[config.mk]
export PLATFORM = sky130hd
export DESIGN_NAME = sync_pol_mode
export DESIGN_NICKNAME = d
export VERILOG_FILES = /design/src/rtl/spm_pkg.sv /design/src/rtl/spm_tick.sv /design/src/rtl/spm_pol_integ.sv /design/src/rtl/spm_mode_dec.sv /design/src/rtl/sync_pol_mode.sv
export SDC_FILE = /design/constraint.sdc
export NUM_CORES = 1
export LEC_CHECK = 0
export BUFFER_PORTS_ARGS = -buffer_cell sky130_fd_sc_hd__buf_2
export CAP_MARGIN = 20
export CORE_UTILIZATION = 58
export CTS_CLUSTER_SIZE = 14
export DETAILED_ROUTE_END_ITERATION = 10
export HOLD_SLACK_MARGIN = 0.15
export PLACE_DENSITY = 0.89
export SETUP_SLACK_MARGIN = 0.3
export SYNTH_ARGS = -nofsm -noshare
export SYNTH_HDL_FRONTEND = slang
export SYNTH_SLANG_ARGS = --single-unit
[constraint.sdc]
create_clock -name clk_i -period 3.31 [get_ports clk_i]
set_clock_uncertainty 0.15 [all_clocks]
set_input_delay 0.4965 -clock clk_i [delete_from_list [all_inputs] [get_ports clk_i]]
set_output_delay 0.4965 -clock clk_i [all_outputs]
set_load 0.05 [all_outputs]
[src/rtl/spm_pkg.sv]
package spm_pkg;
  localparam int PRESET_W = 11;

  typedef enum logic [1:0] {
    MODE_350 = 2'd0,
    MODE_400 = 2'd1,
    MODE_480 = 2'd2,
    MODE_EXT = 2'd3
  } mode_e;

  localparam logic [PRESET_W-1:0] PRESET_UNITY = PRESET_W'(1000);
  localparam logic [PRESET_W-1:0] PRESET_350   = PRESET_W'(1168);
  localparam logic [PRESET_W-1:0] PRESET_400   = PRESET_W'(1022);

  localparam int CH_H = 0;
  localparam int CH_V = 1;
  localparam int N_CH = 2;
endpackage

[src/rtl/spm_tick.sv]
module spm_tick #(
  parameter int TICK_DIV = 64
) (
  input  logic clk_i,
  input  logic rst_ni,
  output logic tick_o
);
  generate
    if (TICK_DIV <= 1) begin : g_every
      assign tick_o = 1'b1;
    end else begin : g_div
      localparam int DW = $clog2(TICK_DIV);
      logic [DW-1:0] div_q;
      always_ff @(posedge clk_i or negedge rst_ni) begin
        if (!rst_ni)                          div_q <= '0;
        else if (div_q == DW'(TICK_DIV - 1))  div_q <= '0;
        else                                  div_q <= div_q + 1'b1;
      end
      assign tick_o = (div_q == DW'(TICK_DIV - 1));
    end
  endgenerate
endmodule

[src/rtl/spm_pol_integ.sv]
module spm_pol_integ #(
  parameter int CNT_MAX = 255,
  parameter int HI_TH   = 192,
  parameter int LO_TH   = 63
) (
  input  logic clk_i,
  input  logic rst_ni,
  input  logic tick_i,
  input  logic sync_i,
  output logic pol_neg_o,
  output logic sync_o
);
  localparam int CW = $clog2(CNT_MAX + 1);

  logic [CW-1:0] acc_q;
  logic          pol_q;
  logic          sync_q;

  always_ff @(posedge clk_i or negedge rst_ni) begin
    if (!rst_ni) begin
      acc_q <= '0;
    end else if (tick_i) begin
      if (sync_i && acc_q != CW'(CNT_MAX)) acc_q <= acc_q + 1'b1;
      else if (!sync_i && acc_q != '0)     acc_q <= acc_q - 1'b1;
    end
  end

  // hysteresis: hold between thresholds
  always_ff @(posedge clk_i or negedge rst_ni) begin
    if (!rst_ni)                     pol_q <= 1'b0;
    else if (acc_q >= CW'(HI_TH))    pol_q <= 1'b1;
    else if (acc_q <= CW'(LO_TH))    pol_q <= 1'b0;
  end

  always_ff @(posedge clk_i or negedge rst_ni) begin
    if (!rst_ni) sync_q <= 1'b0;
    else         sync_q <= sync_i ^ pol_q;
  end

  assign pol_neg_o = pol_q;
  assign sync_o    = sync_q;

  assert_acc_bound_R2: assert property (@(posedge clk_i) disable iff (!rst_ni)
    acc_q <= CW'(CNT_MAX));
  assert_acc_on_tick_R2: assert property (@(posedge clk_i) disable iff (!rst_ni)
    (acc_q != $past(acc_q)) |-> $past(tick_i));
  assert_neg_needs_hi_R3: assert property (@(posedge clk_i) disable iff (!rst_ni)
    $rose(pol_q) |-> $past(acc_q) >= CW'(HI_TH));
  assert_pos_needs_lo_R3: assert property (@(posedge clk_i) disable iff (!rst_ni)
    $fell(pol_q) |-> $past(acc_q) <= CW'(LO_TH));
endmodule

[src/rtl/spm_mode_dec.sv]
module spm_mode_dec
  import spm_pkg::*;
(
  input  logic                clk_i,
  input  logic                rst_ni,
  input  logic [N_CH-1:0]     pol_neg_i,
  input  logic                multi_freq_i,
  output mode_e               mode_o,
  output logic                mode4_o,
  output logic [PRESET_W-1:0] preset_o
);
  mode_e               mode_d, mode_q;
  logic [PRESET_W-1:0] preset_d, preset_q;
  logic                mode4_q;

  always_comb begin
    unique case ({pol_neg_i[CH_H], pol_neg_i[CH_V]})
      2'b01:   mode_d = MODE_350;
      2'b10:   mode_d = MODE_400;
      2'b11:   mode_d = MODE_480;
      default: mode_d = MODE_EXT;
    endcase
    if (multi_freq_i)            preset_d = PRESET_UNITY;
    else if (mode_d == MODE_350) preset_d = PRESET_350;
    else if (mode_d == MODE_400) preset_d = PRESET_400;
    else                         preset_d = PRESET_UNITY;
  end

  always_ff @(posedge clk_i or negedge rst_ni) begin
    if (!rst_ni) begin
      mode_q   <= MODE_EXT;
      mode4_q  <= 1'b1;
      preset_q <= PRESET_UNITY;
    end else begin
      mode_q   <= mode_d;
      mode4_q  <= ({pol_neg_i[CH_H], pol_neg_i[CH_V]} == 2'b00);
      preset_q <= preset_d;
    end
  end

  assign mode_o   = mode_q;
  assign mode4_o  = mode4_q;
  assign preset_o = preset_q;

  assert_flag_matches_R7: assert property (@(posedge clk_i) disable iff (!rst_ni)
    mode4_q == (mode_q == MODE_EXT));
  assert_override_unity_R9: assert property (@(posedge clk_i) disable iff (!rst_ni)
    multi_freq_i |=> preset_q == PRESET_UNITY);
  assert_mode_follows_pol_R6: assert property (@(posedge clk_i) disable iff (!rst_ni)
    (mode_q != $past(mode_q)) |-> ($past(pol_neg_i) != $past(pol_neg_i, 2)));
  assert_boost_only_350_R8: assert property (@(posedge clk_i) disable iff (!rst_ni)
    (preset_q == PRESET_350) |-> (mode_q == MODE_350));
endmodule

[src/rtl/sync_pol_mode.sv]
module sync_pol_mode
  import spm_pkg::*;
#(
  parameter int TICK_DIV = 64,
  parameter int CNT_MAX  = 255,
  parameter int HI_TH    = 192,
  parameter int LO_TH    = 63
) (
  input  logic                clk_i,
  input  logic                rst_ni,
  input  logic                hsync_i,
  input  logic                vsync_i,
  input  logic                multi_freq_i,
  output logic                hsync_o,
  output logic                vsync_o,
  output logic [1:0]          mode_o,
  output logic                mode4_o,
  output logic [PRESET_W-1:0] preset_o
);
  logic            tick;
  logic [N_CH-1:0] raw, fixed, pol_neg;
  mode_e           mode;

  assign raw[CH_H] = hsync_i;
  assign raw[CH_V] = vsync_i;

  spm_tick #(.TICK_DIV(TICK_DIV)) i_tick (
    .clk_i (clk_i),
    .rst_ni(rst_ni),
    .tick_o(tick)
  );

  for (genvar c = 0; c < N_CH; c++) begin : g_ch
    spm_pol_integ #(
      .CNT_MAX(CNT_MAX),
      .HI_TH  (HI_TH),
      .LO_TH  (LO_TH)
    ) i_integ (
      .clk_i    (clk_i),
      .rst_ni   (rst_ni),
      .tick_i   (tick),
      .sync_i   (raw[c]),
      .pol_neg_o(pol_neg[c]),
      .sync_o   (fixed[c])
    );
  end

  spm_mode_dec i_dec (
    .clk_i       (clk_i),
    .rst_ni      (rst_ni),
    .pol_neg_i   (pol_neg),
    .multi_freq_i(multi_freq_i),
    .mode_o      (mode),
    .mode4_o     (mode4_o),
    .preset_o    (preset_o)
  );

  assign hsync_o = fixed[CH_H];
  assign vsync_o = fixed[CH_V];
  assign mode_o  = mode;

  initial begin
    assert_params_R3: assert (LO_TH < HI_TH && HI_TH <= CNT_MAX && TICK_DIV >= 1);
  end
endmodule

==> impl_metrics.py, run 1 <==
metrics = {
    "floorplan": {
        "ios": 21,
        "die_x_um": 60.7,
        "initial_core_util_pct": 63.4,
        "die_h_um": 60.7,
        "rows": 20,
        "coreArea_um2": 3150,
        "die-area_um2": 3690,
    },
    "timing": {
        "slew_violations": 0,
        "rsz0062_at_grt": "no",
        "worstMarginPinSlew_ns": 0.709,
        "hold_ws_ns": 0.189,
        "setup_tns_ns": 0,
        "max_clock_freq_mhz": 359,
        "timing.final.hold_violations": 0,
        "setup_viol_count_final": 0,
        "fin_crit_sh_pct": 84.1,
        "setup_slack_ns": 0.527,
        "slew_headroom_pct": 52.7,
        "timing.final.crit_period_ns": 2.78,
    },
    "critical_path": {
        "worstPathRequired_ns": 3.41,
        "crit_chain": "ha_1 > nand4_1 > o21a_1 > inv_1 > ha_1 > o21ai_0 > o211ai_1 > a21o_1 > a21oi_1 > xnor2_1",
        "start_kind": "register",
        "end_kind": "register",
        "cp_max_fo": 7,
        "max_stage_delay_ns": 0.45,
        "path_common_cell": "ha_1",
        "crit_path_top_delay_cell": "dfrtp_1",
        "crit_type": "reg -> reg",
        "cp_data_arrival_time_ns": 2.89,
    },
    "power_and_ir_drop": {
        "p_per_area_nw_per_um2": 355,
        "power_frac_comb_pct": 6.7,
        "clockPowerShare_pct": 40.9,
        "swShare_pct": 22.5,
        "power.leakage_nw": 1.00,
        "p_sw_uw": 174,
        "seq_power_share_pct": 52.4,
        "ir_worst_vdd_mv": 0.310,
        "internal-power_uw": 599,
    },
    "clocking": {
        "clock_latency_ns": 0.34,
        "clockBufferDepth": 2,
        "cts_setup_buffers": 0,
        "clock_sinks": 33,
        "cts_made_buffers": 5,
        "clk_pin_slew_ns": 0.10,
        "cts_tree": "built",
        "cts-htree-levels": 2,
        "root_buffer": "clkbuf_4",
    },
    "routing": {
        "wl_per_cell_um": 14.3,
        "drt_wl_total_um": 3670,
        "firstDrtPassIters": 6,
        "via_per_inst": 5.54,
        "initialDrtViolationCount": 73,
        "vias": 1425,
        "ant_nets": 0,
        "drc": 0,
    },
    "global_routing": {
        "overflow": 0,
        "grt_max_degree": 34,
        "grt_pass1_wl_um": 6310,
        "grt_pass1_vias": 1399,
        "globalRouteTotalUtil_pct": 24.6,
        "antenna_found_initial": 0,
    },
    "flow_run": {
        "maxCapViolations": 0,
    },
    "synthesis": {
        "yosysWarningCount": 0,
        "synth_cell_types": 37,
        "synth_seq_cells": 33,
        "ys_seq_area_share_pct": 41.6,
        "synth_edf_count": 0,
        "synth_nets": 226,
        "async_flop_share_pct": 100,
        "synthCells": 195,
        "synth_area_um2": 2000,
        "postSynthAreaPerCell_um2": 10.3,
        "yosys_most_used_dff": "dfrtp_1",
    },
    "place": {
        "place_ws_ns": 0.594,
        "place.gp.congestion": 0.753,
        "io_buffers": 18,
        "place_hpwl_um": 2610,
    },
    "cells_and_area": {
        "layout_commonest_cell": "dfrtp_1",
        "nFillCells": 232,
        "n_antenna_cell": 0,
        "area_growth_pct": 8.70,
        "final_util_pct": 68.9,
        "multiInputGateArea_um2": 1060,
        "regArea_um2": 831,
        "nNetsFinal": 243,
        "drive_above_1_share_pct": 18.8,
        "layout_common_cells": "dfrtp_1 (29), ha_1 (24), buf_2 (18), nand2_1 (15), o21ai_0 (15)",
    },
    "worst_hold_path": {
        "hp-class": "in -> reg",
    },
    "outcome": {
        "status": "completed",
    },
}
-- synthesized netlist by cell type (2+ instances only) --
library cell	count	area share, %
a21o_1	3	1.1
o21ai_0	15	3.8
xor2_1	10	4.4
nand2_1	15	2.8
inv_1	11	2.1
xnor2_1	7	3.1
o21bai_1	2	0.75
fa_1	2	2.0
o21ai_2	2	0.88
dfstp_2	4	5.3
nand3_1	7	1.8
o21a_1	3	1.1
ha_1	24	15
a31oi_1	2	0.63
o31ai_1	3	1.1
nor4_1	2	0.63
a211oi_1	3	1.1
o211ai_1	3	1.1
nor2_1	9	1.7
conb_1	2	0.38
dfrtp_1	29	36
buf_4	8	3.0
mux2_2	3	1.7
a21oi_1	11	2.8
nand4_1	2	0.63
nor2b_1	2	0.63
-- logic make-up after synthesis --
kind of cell | Yosys count | synth area share, %
buffers and inverters | 21 | 5.82
adder cells (fa/ha/maj) | 26 | 17.0
multiplexers | 3 | 1.69
AND/OR/NAND/NOR | 43 | 10.1
flip-flops | 33 | 41.6
AO/OA/AOI/OAI | 50 | 16.0
XOR/XNOR | 17 | 7.45
other | 2 | 0.376
-- through the flow --
| stage | instances | total power, mW | area, um^2 |
|---|---|---|---|
| final | 257 | 0.773 | 2170 |
| after global routing | 257 | 0.800 | 2170 |
| after CTS | 257 | 0.777 | 2170 |
| after detailed placement | 248 | 0.463 | 2070 |
| after global placement | 248 | 0.461 | 2070 |
| after floorplan | 195 | 0.447 | 2000 |
-- sequential cells by signal (all words and copies together), names as in the netlist --
| signal | flops |
|---|---|
| i_dec.mode_o | 2 |
| g_ch.i_integ.acc_q | 16 |
| i_tick.g_div.div_q | 6 |
| g_ch.i_integ.sync_o | 2 |
| i_dec.preset_o | 4 |
| i_dec.mode4_o | 1 |
| g_ch.i_integ.pol_neg_o | 2 |
-- critical path, delay by kind of cell (launching register included) --
family,cells,cell delay (ns)
xor+xnor,1,0.16
simple gates,1,0.09
flops,1,0.45
compound gates,5,1.05
fa+ha+maj,2,0.61
buf+inv,1,0.18
-- repair_timing --
action / CTS / global route
endpoints found under the setup margin: 0 / 1
resized for setup: 0 / 1
hold buffers: 1 / 0
endpoints found under the hold margin: 29 / 0
-- final cells by class --
type                    count  area share [%]
clock inverters             1            1.38
inverters                  12            2.07
repair buffers             19            4.61
multi-input cells         141            48.6
well taps                  44            2.53
flip-flops and latches     33            38.2
clock buffers               7            2.53
-- per-layer routing --
metal / routed length [um] / vias up / share of wire, % / global-route usage, %
li1: - / 703 / - / -
met1: 1660 / 670 / 45 / 28.6
met2: 1740 / 41 / 47 / 39.6
met3: 156 / 11 / 4.3 / 7.89
met4: 115 / 0 / 3.1 / 14.9
met5: 0 / - / 0 / 0
-- power groups by stage --
stage	clock (mW)	sequential (mW)	combinational, mW
floorplan	0	0.417	0.0299
global placement	0	0.412	0.0489
detailed placement	0	0.412	0.0505
CTS	0.321	0.405	0.0517
global route	0.337	0.405	0.0576
finish	0.316	0.405	0.0518
-- worst paths after layout --
check	from	to	slack, ns	cells past startpoint
worst max-delay path	g_ch[0].i_integ.acc_q[6]	g_ch[0].i_integ.acc_q[7]	0.53	10
worst min-delay path	multi_freq_i	i_dec.preset_o[2]	0.19	2
worst max register to register	g_ch[0].i_integ.acc_q[6]	g_ch[0].i_integ.acc_q[7]	0.53	10
min in group asynchronous	rst_ni	g_ch[0].i_integ.acc_q[2]	0.62	2
worst min register to register	i_tick.g_div.div_q[4]	i_tick.g_div.div_q[4]	0.35	1
max in group asynchronous	rst_ni	g_ch[0].i_integ.acc_q[7]	1.94	2
Note: power is estimated with default switching activity, not from simulation.
==> inputs of run 2 (changes only) <==
==> constraint.sdc (replaced) <==
create_clock -name clk_i -period 2.85 [get_ports clk_i]
set_clock_uncertainty 0.15 [all_clocks]
set_input_delay 0.4275 -clock clk_i [delete_from_list [all_inputs] [get_ports clk_i]]
set_output_delay 0.4275 -clock clk_i [all_outputs]
set_load 0.05 [all_outputs]
==> impl_metrics.py, run 2 (same netlist as run 1, synthesis figures left out) <==
metrics = {
    "cells_and_area": {
        "top_register": "g_ch.i_integ.acc_q",
        "area_growth_pct": 14.3,
        "fin_area_um2": 2280,
        "n_antenna_cell": 0,
        "drive_above_1_share_pct": 24.9,
        "layout_commonest_cell": "dfrtp_1",
        "layout_common_cells": "dfrtp_1 (28), ha_1 (22), buf_2 (18), nand2_1 (15), o21ai_0 (14)",
        "largest_reg_flops": 16,
        "nNetsFinal": 251,
    },
    "critical_path": {
        "start_kind": "register",
        "startpoint": "g_ch[1].i_integ.acc_q[6]",
        "worstPathRequired_ns": 2.96,
        "end_kind": "register",
        "cp_data_arrival_time_ns": 2.65,
        "crit_type": "reg -> reg",
        "cp_max_fo": 8,
        "reg2reg_from": "g_ch[1].i_integ.acc_q[6]",
    },
    "clocking": {
        "cts-htree-levels": 2,
        "root_buffer": "clkbuf_4",
        "clk_pin_slew_ns": 0.10,
        "clock_latency_ns": 0.35,
        "clock_sinks": 33,
        "cts_made_buffers": 5,
        "cts_tree": "built",
        "clockBufferDepth": 2,
    },
    "timing": {
        "timing.final.crit_period_ns": 2.54,
        "hold_ws_ns": 0.334,
        "slew_violations": 0,
        "slew_headroom_pct": 53.0,
        "worstMarginPinSlew_ns": 0.705,
        "timing.final.hold_violations": 0,
        "fin_crit_sh_pct": 89.0,
        "max_clock_freq_mhz": 394,
        "setup_viol_count_final": 0,
        "setup_tns_ns": 0,
        "rsz0062_at_grt": "yes",
    },
    "power_and_ir_drop": {
        "power_frac_comb_pct": 7.8,
        "clockPowerShare_pct": 40.8,
        "power.total_uw": 915,
        "internal-power_uw": 703,
        "swShare_pct": 23.2,
        "seq_power_share_pct": 51.4,
        "power.leakage_nw": 1.04,
        "p_per_area_nw_per_um2": 400,
        "p_sw_uw": 212,
        "ir_worst_vdd_mv": 0.337,
    },
    "flow_run": {
        "maxCapViolations": 0,
    },
    "global_routing": {
        "antenna_found_initial": 0,
        "grt_pass1_vias": 1343,
        "met3_usage_pct": 7.04,
        "globalRouteTotalUtil_pct": 22.1,
        "overflow": 0,
        "grt_use_met1_pct": 25.5,
        "grt_pass1_wl_um": 5730,
        "use_met2_pct": 36.6,
        "grt_max_degree": 34,
        "grt_busiest_layer": "met2",
    },
    "worst_hold_path": {
        "hold_start": "i_tick.g_div.div_q[4]",
        "hp-class": "reg -> reg",
    },
    "floorplan": {
        "ios": 21,
        "die_x_um": 60.7,
        "rows": 20,
        "coreArea_um2": 3150,
        "die-area_um2": 3690,
        "initial_core_util_pct": 63.4,
        "die_h_um": 60.7,
    },
    "routing": {
        "initialDrtViolationCount": 70,
        "ant_nets": 0,
        "vias": 1516,
        "drt_wl_total_um": 3980,
        "firstDrtPassIters": 4,
        "drc": 0,
        "wl_per_cell_um": 15.0,
        "via_per_inst": 5.72,
    },
    "place": {
        "io_buffers": 18,
        "place.gp.congestion": 0.822,
        "place_hpwl_um": 2520,
        "post_dp_cell_area_um2": 2080,
    },
    "outcome": {
        "status": "completed",
    },
}
[run 2: cell types whose count changed in the layout (fill, tap and decap cells not counted), moves of 2 or more]
| cell | previous run | this run |
|---|---|---|
| a211oi_2 | 1 | 3 |
| ha_1 | 24 | 22 |
| buf_4 | 0 | 5 |
| dlygate4sd3_1 | 1 | 4 |
| a21oi_1 | 11 | 9 |
| a211oi_1 | 2 | 0 |
| a21oi_2 | 0 | 2 |
[run 2: final timing paths]
check	cells past startpoint	slack, ns	end
min in group asynchronous	2	0.52	g_ch[0].i_integ.acc_q[2]
max	10	0.31	g_ch[1].i_integ.acc_q[6]
min	1	0.33	i_tick.g_div.div_q[4]
max reg2reg	10	0.31	g_ch[1].i_integ.acc_q[6]
max in group asynchronous	2	1.53	g_ch[0].i_integ.acc_q[6]
min reg2reg	1	0.33	i_tick.g_div.div_q[4]
[run 2: power groups by stage]
stage                     clock, mW  combinational [mW]  sequential, mW
after floorplan                   0              0.0347           0.484
after CTS                     0.374              0.0628           0.470
after detailed placement          0              0.0587           0.479
final                         0.374              0.0712           0.470
after global placement            0              0.0574           0.479
after global routing          0.399              0.0773           0.470
[run 2: area by class of cell]
class                   count  area, um^2
clock buffers               7        55.1
inverters                  12        47.5
multi-input cells         141        1100
clock inverters             1        30.0
fillers                   215         868
flip-flops and latches     33         832
well taps                  44        55.1
repair buffers             27         168
[run 2: metal layers]
layer | wire length, um | up-vias | share of wire [%]
met1 | 1710 | 730 | 43
met4 | 109 | 0 | 2.7
met2 | 1990 | 53 | 50
li1 | - | 720 | -
met5 | 0 | - | 0
met3 | 182 | 13 | 4.6
[run 2: per-stage QoR]
stage / util, % / instances / worst slack, ns
2_1_floorplan: - / 195 / 0.369
3_3_place_gp: 66.0 / 249 / 0.252
3_5_place_dp: 66.0 / 249 / 0.177
4_1_cts: 69.7 / 260 / 0.324
5_1_grt: 72.5 / 265 / 0.201
6_report: 72.5 / 265 / 0.313
[run 2: worst max-delay path, stage by stage, from the launching register on]
cell and delay [ns]:
dfrtp_1 0.43, ha_1 0.17, nand4_1 0.11, o21ai_2 0.20, buf_4 0.20, ha_1 0.29
a21oi_2 0.21, a21boi_1 0.11, o21a_1 0.19, o21a_1 0.17, o31ai_1 0.22
[run 2: what timing repair did]
action / 4_1_cts / 5_1_grt
pin swaps: 1 / 5
setup buffers: 1 / 3
hold buffers: 2 / 2
gates resized for setup: 2 / 13
setup endpoints to repair: 3 / 5
hold endpoints to repair: 32 / 2
==> inputs of run 3 (changes only) <==
--- a/config.mk
+++ b/config.mk
@@ -5,9 +5,11 @@
 export SDC_FILE = /design/constraint.sdc
 export NUM_CORES = 1
 export LEC_CHECK = 0
+export ABC_AREA = 1
 export BUFFER_PORTS_ARGS = -buffer_cell sky130_fd_sc_hd__buf_2
 export CAP_MARGIN = 20
-export CORE_UTILIZATION = 58
+export CORE_ASPECT_RATIO = 0.9
+export CORE_UTILIZATION = 59
 export CTS_CLUSTER_SIZE = 14
 export DETAILED_ROUTE_END_ITERATION = 10
 export HOLD_SLACK_MARGIN = 0.15
==> impl_metrics.py, run 3 <==
metrics = {
    "timing": {
        "setup_tns_ns": 0,
        "rsz0062_at_grt": "no",
        "slew_headroom_pct": 51.1,
        "worstMarginPinSlew_ns": 0.733,
        "timing.final.crit_period_ns": 2.34,
        "hold_ws_ns": 0.187,
        "timing.final.hold_violations": 0,
        "setup_viol_count_final": 0,
        "max_clock_freq_mhz": 428,
        "slew_violations": 0,
        "fin_crit_sh_pct": 82.0,
    },
    "cells_and_area": {
        "drive_above_1_share_pct": 21.3,
        "largest_reg_flops": 16,
        "layout_common_cells": "nand2_1 (65), inv_1 (29), dfrtp_1 (26), ha_1 (24), nor2_1 (20)",
        "multiInputGateArea_um2": 1220,
        "area_growth_pct": 7.45,
        "regArea_um2": 835,
        "fin_area_um2": 2420,
        "nFillCells": 267,
        "layout_commonest_cell": "nand2_1",
        "n_antenna_cell": 0,
        "fin_cells": 326,
        "top_register": "g_ch.i_integ.acc_q",
        "final_util_pct": 69.0,
        "nNetsFinal": 312,
    },
    "place": {
        "place_hpwl_um": 3110,
        "place.gp.congestion": 0.870,
        "post_dp_cell_area_um2": 2310,
        "io_buffers": 18,
        "dp.cells": 317,
    },
    "synthesis": {
        "synth_cell_types": 32,
        "synth_most_common_cell": "nand2_1",
        "synth_seq_cells": 33,
        "yosys_most_used_dff": "dfrtp_1",
        "synthAdderAreaFrac_pct": 15.1,
        "synth_top_area_share_pct": 32.2,
        "synth_xor_area_share_pct": 5.06,
        "synthCells": 264,
        "async_flop_share_pct": 100,
        "postSynthAreaPerCell_um2": 8.53,
        "yosys.area_share.simple_pct": 27.0,
        "synth_nets": 295,
        "synth_edf_count": 0,
        "synth_area_leader_cell": "dfrtp_1",
        "synth_area_um2": 2250,
        "synth_commonest_cells": "nand2_1 (66), dfrtp_1 (29), inv_1 (29)",
        "ys_seq_area_share_pct": 36.9,
        "synth.area.top_cells": "dfrtp_1 (32%), ha_1 (13%), nand2_1 (11%), inv_1 (4.8%), dfstp_2 (4.7%)",
        "yosysWarningCount": 0,
        "synth-compound-area-share_pct": 6.34,
        "synthMuxAreaShare_pct": 0,
        "synth_top_family_by_area": "simple AND/OR/NAND/NOR gates",
    },
    "critical_path": {
        "path_common_cell": "nand2_1",
        "max_stage_delay_ns": 0.46,
        "crit_path_top_delay_cell": "dfrtp_2",
        "crit_chain": "ha_1 > inv_1 > nor2_1 > nand2_1 > nand2_4 > ha_1 > or2_1 > nand3_1 > nand2_1 > or2_1 > nand3_1 > nand2_1",
        "start_kind": "register",
        "end_kind": "register",
        "critPathBufInv": 1,
        "ff2ff_setup_slack_ns": 0.51,
        "reg2regPathDepth": 12,
        "r2r-end": "g_ch[1].i_integ.acc_q[5]",
        "critPathTopFamily": "simple AND/OR/NAND/NOR gates",
        "reg2reg_from": "g_ch[1].i_integ.acc_q[6]",
        "crit_type": "reg -> reg",
        "cp_max_fo": 11,
        "worstPathRequired_ns": 2.88,
        "cp_data_arrival_time_ns": 2.36,
    },
    "clocking": {
        "cts-htree-levels": 2,
        "cts_tree": "built",
        "clock_latency_ns": 0.28,
        "clockBufferDepth": 2,
        "root_buffer": "clkbuf_8",
        "clk_pin_slew_ns": 0.07,
        "cts_made_buffers": 5,
        "clock_sinks": 33,
    },
    "routing": {
        "wl_per_cell_um": 13.0,
        "firstDrtPassIters": 4,
        "drt_wl_total_um": 4240,
        "ant_nets": 0,
        "drc": 0,
        "via_per_inst": 5.23,
        "vias": 1704,
        "initialDrtViolationCount": 110,
    },
    "floorplan": {
        "initial_core_util_pct": 64.3,
        "die-area_um2": 4070,
        "coreArea_um2": 3500,
        "rows": 20,
        "die_h_um": 60.6,
        "die_x_um": 67.1,
        "ios": 21,
    },
    "worst_hold_path": {
        "hold_path_depth": 2,
        "hold_start": "multi_freq_i",
        "holdPathEnd": "i_dec.preset_o[2]",
        "hp-class": "in -> reg",
    },
    "power_and_ir_drop": {
        "power.leakage_nw": 1.23,
        "ir_worst_vdd_mv": 0.291,
        "p_per_area_nw_per_um2": 369,
    },
    "global_routing": {
        "overflow": 0,
        "grt_max_degree": 34,
        "grt_pass1_wl_um": 7290,
        "grt_pass1_vias": 1658,
        "globalRouteTotalUtil_pct": 24.4,
        "antenna_found_initial": 0,
    },
    "flow_run": {
        "maxCapViolations": 0,
    },
    "outcome": {
        "status": "completed",
    },
}
run 3: cells by family after synthesis:
kind of cell,after synthesis
simple gates,127
buf+inv,41
flops,33
fa+ha+maj,26
compound gates,22
xor+xnor,13
other cells,2
run 3: worst reg2reg max path, cell delays in order, from the launching register on:
cell     delay [ns]
dfrtp_2        0.46
ha_1           0.22
inv_1          0.05
nor2_1         0.04
nand2_1        0.12
nand2_4        0.13
ha_1           0.34
or2_1          0.24
nand3_1        0.09
nand2_1        0.07
or2_1          0.21
nand3_1        0.08
nand2_1        0.05
run 3: how the worst max path moves through the flow:
stage | start | end | slack, ns | depth (start not counted)
after floorplan | g_ch[1].i_integ.acc_q[6] | g_ch[1].i_integ.acc_q[6] | 0.68 | 13
after global placement | g_ch[1].i_integ.acc_q[6] | g_ch[1].i_integ.acc_q[6] | 0.48 | 13
after detailed placement | g_ch[1].i_integ.acc_q[6] | g_ch[1].i_integ.acc_q[6] | 0.38 | 13
after CTS | g_ch[1].i_integ.acc_q[6] | g_ch[1].i_integ.acc_q[6] | 0.37 | 13
after global routing | g_ch[1].i_integ.acc_q[6] | g_ch[1].i_integ.acc_q[6] | 0.31 | 13
final | g_ch[1].i_integ.acc_q[6] | g_ch[1].i_integ.acc_q[5] | 0.51 | 12
run 3: what timing repair did:
| action | CTS | global route |
|---|---|---|
| hold buffers | 1 | 0 |
| gates resized for setup | 0 | 6 |
| endpoints found under the setup margin | 0 | 8 |
| endpoints found under the hold margin | 29 | 0 |
| setup buffers | 0 | 0 |
run 3: routing by layer:
metal	GRT usage [%]	vias to the layer above	routed length [um]
met1	33.0	795	2000
met4	8.51	0	57
met3	5.26	6	217
li1	-	858	-
met2	38.9	45	1960
met5	0	-	0
run 3: where the power goes:
group / internal, mW / switching (mW) / total (mW)
logic: 0.0229 / 0.0535 / 0.0764
registers: 0.470 / 0.000298 / 0.470
clock network: 0.168 / 0.178 / 0.347
total: 0.661 / 0.232 / 0.893
run 3: final cells by class:
cell class	instances	area share, %
clock inverters	3	0.724
clock buffers	5	2.85
multi-input cells	190	50.3
flip-flops and latches	33	34.5
well taps	44	2.28
inverters	32	5.17
repair buffers	19	4.14
run 3: through the flow:
stage / total power [mW] / setup WS [ns]
floorplan: 0.533 / 0.685
global placement: 0.552 / 0.481
detailed placement: 0.553 / 0.382
CTS: 0.894 / 0.366
global route: 0.924 / 0.313
finish: 0.893 / 0.513
